**src/rtl/vagen_pkg.sv**
```systemverilog
package vagen_pkg;
    typedef enum logic [1:0] {
        EW_64 = 2'b00,
        EW_32 = 2'b01,
        EW_16 = 2'b10,
        EW_8  = 2'b11
    } ew_e;

    // Byte count of an access for a given size code
    function automatic logic [3:0] size_bytes(input logic [1:0] code);
        case (code)
            2'b00:   size_bytes = 4'd8;
            2'b01:   size_bytes = 4'd4;
            2'b10:   size_bytes = 4'd2;
            default: size_bytes = 4'd1;
        endcase
    endfunction
endpackage

```
**src/rtl/vagen_ext.sv**
```systemverilog
// Narrow an operand to the element width, then widen it back to XLEN
module vagen_ext #(
    parameter int XLEN = 64
) (
    input  logic [XLEN-1:0] src,
    input  logic [1:0]      ew,
    input  logic            sgn,
    output logic [XLEN-1:0] dst
);
    import vagen_pkg::*;

    always_comb begin
        case (ew_e'(ew))
            EW_32:   dst = {{(XLEN-32){sgn & src[31]}}, src[31:0]};
            EW_16:   dst = {{(XLEN-16){sgn & src[15]}}, src[15:0]};
            EW_8:    dst = {{(XLEN-8){sgn & src[7]}},   src[7:0]};
            default: dst = src;
        endcase
    end
endmodule

```
**src/rtl/vagen_step.sv**
```systemverilog
// Unit-stride address increment
module vagen_step #(
    parameter int XLEN = 64
) (
    input  logic [1:0]      op_sz,
    output logic [XLEN-1:0] step
);
    import vagen_pkg::*;

    always_comb step = XLEN'(size_bytes(op_sz));
endmodule

```
**src/rtl/vldst_agen.sv**
```systemverilog
module vldst_agen #(
    parameter int XLEN   = 64,
    parameter int MAX_VL = 8,
    localparam int VLW   = $clog2(MAX_VL + 1),
    localparam int IXW   = $clog2(MAX_VL)
) (
    input  logic                        clk,
    input  logic                        rst_n,
    input  logic                        start,
    input  logic                        idx_mode,
    input  logic                        str_mode,
    input  logic                        sgn_idx,
    input  logic [1:0]                  ew,
    input  logic [1:0]                  op_sz,
    input  logic [VLW-1:0]              vl,
    input  logic [XLEN-1:0]             base,
    input  logic [XLEN-1:0]             imm_str,
    input  logic [MAX_VL-1:0][XLEN-1:0] idx_vec,
    output logic                        agu_valid,
    input  logic                        agu_ready,
    output logic [XLEN-1:0]             agu_ea,
    output logic [VLW-1:0]              agu_elem,
    output logic                        agu_done
);
    typedef struct packed {
        logic            valid;
        logic            done;
        logic            indexed;
        logic            sgn;
        logic [1:0]      ew;
        logic [VLW-1:0]  elem;
        logic [VLW-1:0]  last;
        logic [XLEN-1:0] base;
        logic [XLEN-1:0] acc;
        logic [XLEN-1:0] step;
    } agu_st_t;

    agu_st_t st_d, st_q;

    logic [XLEN-1:0] stride_ext;
    logic [XLEN-1:0] unit_step;
    logic [XLEN-1:0] idx_ext;
    logic [VLW-1:0]  vl_eff;
    logic            take_start;

    // Stride narrowing is always unsigned
    vagen_ext #(.XLEN(XLEN)) u_stride_ext (
        .src (imm_str),
        .ew  (ew),
        .sgn (1'b0),
        .dst (stride_ext)
    );

    vagen_step #(.XLEN(XLEN)) u_step (
        .op_sz (op_sz),
        .step  (unit_step)
    );

    vagen_ext #(.XLEN(XLEN)) u_idx_ext (
        .src (idx_vec[st_q.elem[IXW-1:0]]),
        .ew  (st_q.ew),
        .sgn (st_q.sgn),
        .dst (idx_ext)
    );

    always_comb begin
        vl_eff     = (vl > VLW'(MAX_VL)) ? VLW'(MAX_VL) : vl;
        take_start = start && !st_q.valid && !st_q.done;

        st_d      = st_q;
        st_d.done = 1'b0;

        if (take_start) begin
            st_d.indexed = idx_mode;
            st_d.sgn     = sgn_idx;
            st_d.ew      = ew;
            st_d.base    = base;
            st_d.elem    = '0;
            st_d.last    = vl_eff - VLW'(1);
            st_d.acc     = (idx_mode || str_mode) ? base : base + imm_str;
            st_d.step    = str_mode ? stride_ext : unit_step;
            st_d.valid   = (vl_eff != '0);
            st_d.done    = (vl_eff == '0);
        end else if (st_q.valid && agu_ready) begin
            if (st_q.elem == st_q.last) begin
                st_d.valid = 1'b0;
                st_d.done  = 1'b1;
            end else begin
                st_d.elem = st_q.elem + VLW'(1);
                st_d.acc  = st_q.acc + st_q.step;
            end
        end
    end

    always_ff @(posedge clk) begin
        if (!rst_n) begin
            st_q <= '0;
        end else begin
            st_q <= st_d;
        end
    end

    assign agu_valid = st_q.valid;
    assign agu_done  = st_q.done;
    assign agu_elem  = st_q.elem;
    assign agu_ea    = st_q.indexed ? (st_q.base + idx_ext) : st_q.acc;
endmodule

```
**config.mk**
```make
export PLATFORM = sky130hd
export DESIGN_NAME = vldst_agen
export DESIGN_NICKNAME = d
export VERILOG_FILES = /design/src/rtl/vagen_pkg.sv /design/src/rtl/vagen_ext.sv /design/src/rtl/vagen_step.sv /design/src/rtl/vldst_agen.sv
export SDC_FILE = /design/constraint.sdc
export NUM_CORES = 1
export LEC_CHECK = 0
export ABC_CLOCK_PERIOD_IN_PS = 7100
export BUFFER_PORTS_ARGS = -buffer_cell sky130_fd_sc_hd__buf_2
export CELL_PAD_IN_SITES_DETAIL_PLACEMENT = 0
export CELL_PAD_IN_SITES_GLOBAL_PLACEMENT = 2
export CORE_UTILIZATION = 27
export CTS_BUF_LIST = sky130_fd_sc_hd__clkbuf_16
export CTS_CLUSTER_DIAMETER = 40
export DETAILED_ROUTE_END_ITERATION = 12
export MAX_ROUTING_LAYER = met4
export PLACE_DENSITY = 0.75
export SLEW_MARGIN = 20
export SYNTH_ARGS = -nofsm -noshare
export SYNTH_HDL_FRONTEND = slang
export SYNTH_SLANG_ARGS = --single-unit
```
**constraint.sdc**
```tcl
create_clock -name clk -period 7.1 [get_ports clk]
set_clock_uncertainty 0.2 [all_clocks]
set_input_delay 1.42 -clock clk [delete_from_list [all_inputs] [get_ports clk]]
set_output_delay 1.42 -clock clk [all_outputs]
set_load 0.005 [all_outputs]
```
==> run metrics, run 1 <==
count of buffers inserted at the top-level ports=slightly above 700; remaining antenna violation count after routing=0; final setup margin=-0.421 ns; Netlist Area Pre-Place=approximately 24,000 µm²; Longest Clk Path Bufs=3; final hold vios=0; clock-pin slew on the worst setup and hold paths=~0.06 ns; gr ovfl total=0; maxcap violations=0; antenna violations before repair=42; Power per Cell Area=around 160 nW/µm²; violated checks=negative setup slack; pin count of the biggest net entering global routing=between 100 and 150; total via count in the routed design=roughly 27,000; overall track demand over capacity in global routing=between 20 and 30%; htree depth=1; post-synthesis register bit count=approximately 210; critical path start-end classification=input port to primary output; Final Power=5250 µW; Die Span X=between 300 and 400 µm; Leakage=between 0.01 and 0.015 µW; TNS Setup=-4.53 ns; type of element launching the critical path=input port; number of pins exceeding their max-slew limit in the final report=0; headroom to the max-slew limit=between 20% and 30%; global-route wire length before repair=~190,000 µm; most common library cell in the layout ignoring fill and taps=buf_2; wirelength, routed=between 100,000 and 150,000 µm; Post-Synthesis Net Count=~3,800; Netlist cell types=98; synthesized area per cell=~8.1 µm²; clock sinks=206; total number of yosys warnings=0; Clock Root Buffer=clkbuf_16; placed cell area=30,100 µm²; routability-driven placement congestion ratio=0.995; site row count=approximately 110; Worst Setup End Kind=primary output; clk_lat worst skew=between 0.5 and 0.6 ns; slew at the pin closest to its max-slew limit=approximately 1.1 ns; Iter 0 DRT Violations=about 2,500; Max VDD drop=155 µV; number of setup violations in the final report=23; area grow syn2layout=35.3%; crit path time final=7.52 ns; area of all placed cells without fillers=32,500 µm²; async set-or-reset flop fraction in the synthesized netlist=0%; total iterations of the first detailed-routing run=5; Max Clock Freq=approximately 0.13 GHz; unrepaired setup endpoints after global routing=true; initial core utilization=between 20% and 30%; I/O Pins=approximately 730; worst-path fanout max=6; via count of the first global-routing pass=between 20,000 and 30,000; Routed wire per std cell=about 27 µm; die height=between 300 and 400 µm; critical path required time=between 5 and 6 ns; result of the run=complete, but fails checks; clock tree from TritonCTS=built; number of flops mapped to enable cells by yosys=0; Crit path arrival time=5.90 ns; net count reported at finish=between 4,000 and 5,000; HPWL after detailed placement=113,000 µm; post-synthesis instance total=2,972; fraction of final layout cells sized beyond drive strength 1=36.7%; number of remaining DRC errors=0; top library cells by usage in the layout, fill and taps aside=buf_2 (707), nand2_1 (391), a21oi_1 (332), buf_4 (244), dfxtp_1 (202); Placeable Area=a little under 90,000 µm²; Num CTS Buffers=27; class of the tightest hold or removal check=register to register; count of hold-fix buffers inserted at cts=0; sequential share of the synthesized area=between 10% and 20%; primary flip-flop cell chosen by synthesis mapping=dfxtp_1; final clock period utilization by the worst path=106%; via density per instance=5.50; full die area=90,100 µm²
## through the flow
| stage | instances | setup WS (ns) | hold WS (ns) | utilization [%] |
|---|---|---|---|---|
| after CTS | 4948 | -0.491 | 0.263 | 36.2 |
| final | 5000 | -0.421 | 0.264 | 37.1 |
| after global placement | 4878 | -0.713 | 0.246 | 34.5 |
| after floorplan | 2972 | -0.0597 | 0.236 | - |
| after detailed placement | 4878 | -0.710 | 0.254 | 34.5 |
| after global routing | 4993 | -0.548 | 0.293 | 37.1 |
## repair_timing
item	CTS	global route
gates resized for setup	104	126
pin swaps	52	74
gates cloned	1	0
buffers inserted	24	27
endpoints found under the setup margin	30	37
## critical path, stage by stage
cell and delay (ns):
buf_6 0.09, mux4_2 0.53, mux2_4 0.30, mux2_4 0.29, nand3_4 0.08, inv_4 0.04
a311oi_4 0.20, buf_6 0.17, buf_6 0.12, buf_12 0.11, a21oi_2 0.03, ha_1 0.31
a21o_1 0.17, a21o_1 0.18, a21o_1 0.17, a21o_1 0.19, a21o_1 0.18, o2bb2ai_2 0.13
a21o_1 0.20, a221o_1 0.34, or3_1 0.32, a31oi_1 0.19, buf_2 0.15
## power by group
group	internal [µW]	total, µW	switching [µW]	leakage, µW
clock	748	1340	590	0.000421
sequential	1240	1370	132	0.00169
combinational	1140	2540	1390	0.0119
## kinds of logic (layout without fill, tap and decap cells)
group,count (synthesis),in the layout,share of synthesized area [%]
other,0,27,0
buffers and inverters,267,1113,4.36
DFF,206,206,17.2
muxes,253,253,17.5
and+or+nand+nor,848,848,16.2
AOI/OAI and AO/OA,1027,1027,27.9
xor gates and xnor gates,171,171,6.24
adders and majority gates,200,200,10.5
## per-layer routing
| metal | vias up | track usage, % | share of wire, % |
|---|---|---|---|
| li1 | 13000 | - | - |
| met1 | 13300 | 41.8 | 47 |
| met2 | 1059 | 41.5 | 42 |
| met3 | 163 | 4.23 | 7.2 |
| met4 | 0 | 8.18 | 3.4 |
| met5 | - | - | 0 |
## synth_stat cells, types with 22 or more instances
cell type / instances / share of area (%)
a31oi_1: 22 / 0.57
a22o_1: 57 / 2.1
o211ai_1: 55 / 1.7
o21bai_1: 35 / 1.1
a21oi_1: 368 / 7.7
clkbuf_1: 154 / 2.4
nand3_1: 41 / 0.86
o21a_1: 35 / 1.1
inv_1: 62 / 0.97
mux4_2: 128 / 12
mux2i_1: 65 / 2.7
nor2b_1: 25 / 0.65
nor2_1: 152 / 2.4
nor3_1: 44 / 0.92
a211oi_1: 38 / 1.2
xor2_1: 57 / 2.1
buf_2: 23 / 0.48
o21ai_0: 152 / 3.2
xnor2_1: 114 / 4.2
mux2_2: 59 / 2.8
buf_1: 22 / 0.34
a21o_1: 86 / 2.7
nand4_1: 58 / 1.5
and3_1: 35 / 0.91
nand2_1: 402 / 6.3
ha_1: 197 / 10
dfxtp_1: 206 / 17
## path summary, 6_finish.rpt
kind              slack [ns]    startpoint          to  depth (start not counted)
hold / removal          0.26       st_q[6]     st_q[6]                          2
setup reg to reg        3.08      st_q[73]   st_q[125]                         11
hold reg to reg         0.26       st_q[6]     st_q[6]                          2
setup / recovery       -0.42  idx_vec[463]  agu_ea[63]                         23
## registers in the layout, indices dropped and copies added (netlist names)
| signal | count |
|---|---|
| st_q | 200 |
| agu_valid | 1 |
| agu_elem | 4 |
| agu_done | 1 |
## layout make-up
cell class / instances / area, µm²
diodes: 27 / 67.6
clock buffers: 27 / 676
clock inverters: 20 / 186
fillers: 9258 / 55000
inverters: 63 / 239
multi-input cells: 2499 / 19700
flip-flops and latches: 206 / 4140
well taps: 1155 / 1450
repair buffers: 1003 / 6020
No activity file was read; power rests on OpenSTA's default activity.
==> inputs of run 2 (changes only) <==
--- a/config.mk
+++ b/config.mk
@@ -9,13 +9,14 @@
 export BUFFER_PORTS_ARGS = -buffer_cell sky130_fd_sc_hd__buf_2
 export CELL_PAD_IN_SITES_DETAIL_PLACEMENT = 0
 export CELL_PAD_IN_SITES_GLOBAL_PLACEMENT = 2
-export CORE_UTILIZATION = 27
+export CORE_UTILIZATION = 29
 export CTS_BUF_LIST = sky130_fd_sc_hd__clkbuf_16
 export CTS_CLUSTER_DIAMETER = 40
 export DETAILED_ROUTE_END_ITERATION = 12
 export MAX_ROUTING_LAYER = met4
-export PLACE_DENSITY = 0.75
+export PLACE_DENSITY = 0.77
 export SLEW_MARGIN = 20
 export SYNTH_ARGS = -nofsm -noshare
 export SYNTH_HDL_FRONTEND = slang
+export SYNTH_HIERARCHICAL = 1
 export SYNTH_SLANG_ARGS = --single-unit
==> run metrics, run 2 <==
dominant combinational cell family by area after synthesis=compound AO/OA/AOI/OAI gates; final clock period utilization by the worst path=102%; proportion of netlist area held by the largest area contributor=between 10 and 15%; slowest library cell on the worst path=mux4_2; Iter 0 DRT Violations=around 2,100; primary flip-flop cell chosen by synthesis mapping=dfxtp_1; number of buffer and inverter stages on the critical path=5; violated checks=max-slew violations, negative setup slack; arithmetic-cell share of the synthesized area counting full adders, half adders and majority gates=under 10%; cell with the most instances on the worst path=mux2_4; Largest register FFs=200; most frequent cell after synthesis=nand2_1; HPWL after detailed placement=between 100,000 and 150,000 µm; number of flops mapped to enable cells by yosys=0; Num CTS Buffers=42; Worst Setup SP=idx_vec[455]; net count reported at finish=roughly 5,000; core occupancy in the finished layout=about two fifths; Post-Place Worst Slack=-0.551 ns; total iterations of the first detailed-routing run=5; clk_lat worst skew=between 0.5 and 0.6 ns; async set-or-reset flop fraction in the synthesized netlist=0%; worst-path fanout max=6; Longest Clk Path Bufs=3; post-synthesis register bit count=206; Netlist cell types=96; final hold vios=0; remaining antenna violation count after routing=0; type of element launching the critical path=input port; Clock Root Buffer=clkbuf_16; pin count of the biggest net entering global routing=136; area grow syn2layout=30.2%; Placeable Area=about 94,000 µm²; die height=311 µm; number of remaining DRC errors=0; critical path required time=around 5.5 ns; number of setup violations in the final report=11; worst r2r src=st_q[65]; fraction of final layout cells sized beyond drive strength 1=37.3%; full die area=between 90,000 and 100,000 µm²; count of buffers inserted at the top-level ports=724; smallest hold slack=between 0.2 and 0.3 ns; library cell with the largest summed area after synthesis=dfxtp_1; clock sinks=just over 200; Slowest Stage Delay on Critical Path=0.50 ns; synthesized-area fraction occupied by ao, oa, aoi and oai cells=around 29%; maxcap violations=0; clock-pin slew on the worst setup and hold paths=around 0.05 ns; Netlist Area Pre-Place=approximately 28,000 µm²; final setup margin=-0.112 ns; via density per instance=roughly 5.4; clock tree from TritonCTS=built; overall track demand over capacity in global routing=approximately 30%; I/O Pins=between 700 and 800; total number of yosys warnings=6; most common library cell in the layout ignoring fill and taps=buf_2; routability-driven placement congestion ratio=roughly 0.99; critical hold path startpoint=st_q[134]; Crit path arrival time=5.59 ns; result of the run=complete, but fails checks; crit path time final=7.21 ns; Routed wire per std cell=between 20 and 30 µm; post-synthesis instance total=3,328; antenna violations before repair=between 80 and 90; series of cell instances along the critical path=buf_8 -> mux4_2 -> mux2_4 -> mux2i_4 -> buf_12 -> buf_6 -> o211ai_4 -> ha_4 -> a21oi_4 -> o21a_1 -> nor3_2 -> a2111o_1 -> a221o_1 -> a32o_2 -> a31oi_4 -> buf_4 -> o21ai_2 -> xor2_2 -> mux2_4 -> buf_2; Max VDD drop=about 130 µV; Filler Cell Count=approximately 10,000; headroom to the max-slew limit=-63.8%; most frequent cells after synthesis=nand2_1 (435), a21oi_1 (266), dfxtp_1 (206); Worst Setup End Kind=primary output; Leakage=0.0166 µW; number of pins exceeding their max-slew limit in the final report=66; Power per Cell Area=173 nW/µm²; Simple-Gate Fraction of Synth Area=between 10% and 20%; htree depth=2; wirelength, routed=~150,000 µm; area used by sequential logic in the layout=about 4100 µm²; via count of the first global-routing pass=29,800; global-route wire length before repair=between 200,000 and 250,000 µm; Die Span X=between 300 and 400 µm; category of cells accounting for the largest share of critical-path delay=compound AO/OA/AOI/OAI gates; share of synthesized area spent on multiplexers=between 15 and 20%; critical path start-end classification=input port to primary output; synthesized area per cell=between 8 and 9 µm²; slew at the pin closest to its max-slew limit=2.44 ns; initial core utilization=between 20 and 30%; sequential share of the synthesized area=approximately 15%; gr ovfl total=0; top cells by area, synth=dfxtp_1 (15%), mux4_2 (10%), ha_1 (8.6%); Reg with most FFs=st_q; total via count in the routed design=29,700; class of the tightest hold or removal check=register to register; TNS Setup=-0.483 ns; site row count=112; top library cells by usage in the layout, fill and taps aside=buf_2 (708), nand2_1 (429), buf_4 (250), a21oi_1 (245), dfxtp_1 (201); unrepaired setup endpoints after global routing=true; xor and xnor fraction of the mapped netlist area=5.86%; Max Clock Freq=around 0.14 GHz; footprint of the multi-input gates=22,400 µm²
run 2: per-stage QoR:
step           std cells  cell area [µm²]  total power (µW)
3_5_place_dp        5287            33300              4100
2_1_floorplan       3390            27900              3040
3_3_place_gp        5287            33300              4100
5_1_grt             5453            36000              6570
4_1_cts             5378            35200              6190
6_report            5461            36000              6230
run 2: worst paths after layout:
kind,to,slack (ns),cells past startpoint
max reg2reg,st_q[111],2.92,11
max,agu_ea[60],-0.11,20
min,st_q[134],0.27,2
min reg2reg,st_q[134],0.27,2
run 2: power breakdown:
group	internal (µW)	switching [µW]	total [µW]
logic	1260	1560	2820
registers	1270	147	1420
clock network	1230	761	1990
total	3760	2470	6230
run 2: per-layer routing:
metal | global-route usage, % | up-vias | wire (µm)
li1 | - | 14100 | -
met1 | 35.7 | 14400 | 60700
met2 | 52.0 | 1037 | 72700
met3 | 7.20 | 177 | 10500
met4 | 7.17 | 0 | 3610
met5 | - | - | 0
run 2: kinds of logic (layout without fill, tap and decap cells):
group / count (synthesis) / count (layout)
buf+inv: 404 / 1158
compound gates: 1094 / 1094
mux: 320 / 320
xor+xnor: 185 / 185
fa+ha+maj: 194 / 194
flops: 206 / 206
simple gates: 923 / 923
other cells: 2 / 127
run 2: tightest hold or removal path: cells and delay by family, from the launching register on:
| kind | cells | cell delay (ns) |
|---|---|---|
| AO/OA/AOI/OAI | 1 | 0.06 |
| AND/OR/NAND/NOR | 1 | 0.05 |
| flip-flops | 1 | 0.31 |
run 2: final cells by class:
cell class	instances	share of cell area (%)
antenna	63	0.438
clock buffer	43	2.99
clock inverter	34	0.911
inverter	83	0.865
multi-input combinational	2780	62.3
sequential	206	11.5
tap	1254	4.36
timing repair buffer	998	16.6
run 2: repair_timing:
action                                  in CTS  in global routing
gates resized for setup                     85                106
cloned                                       1                  0
setup buffers                               14                 24
endpoints found under the setup margin      32                 32
pin swaps                                   41                 43
hold buffers                                 0                  0
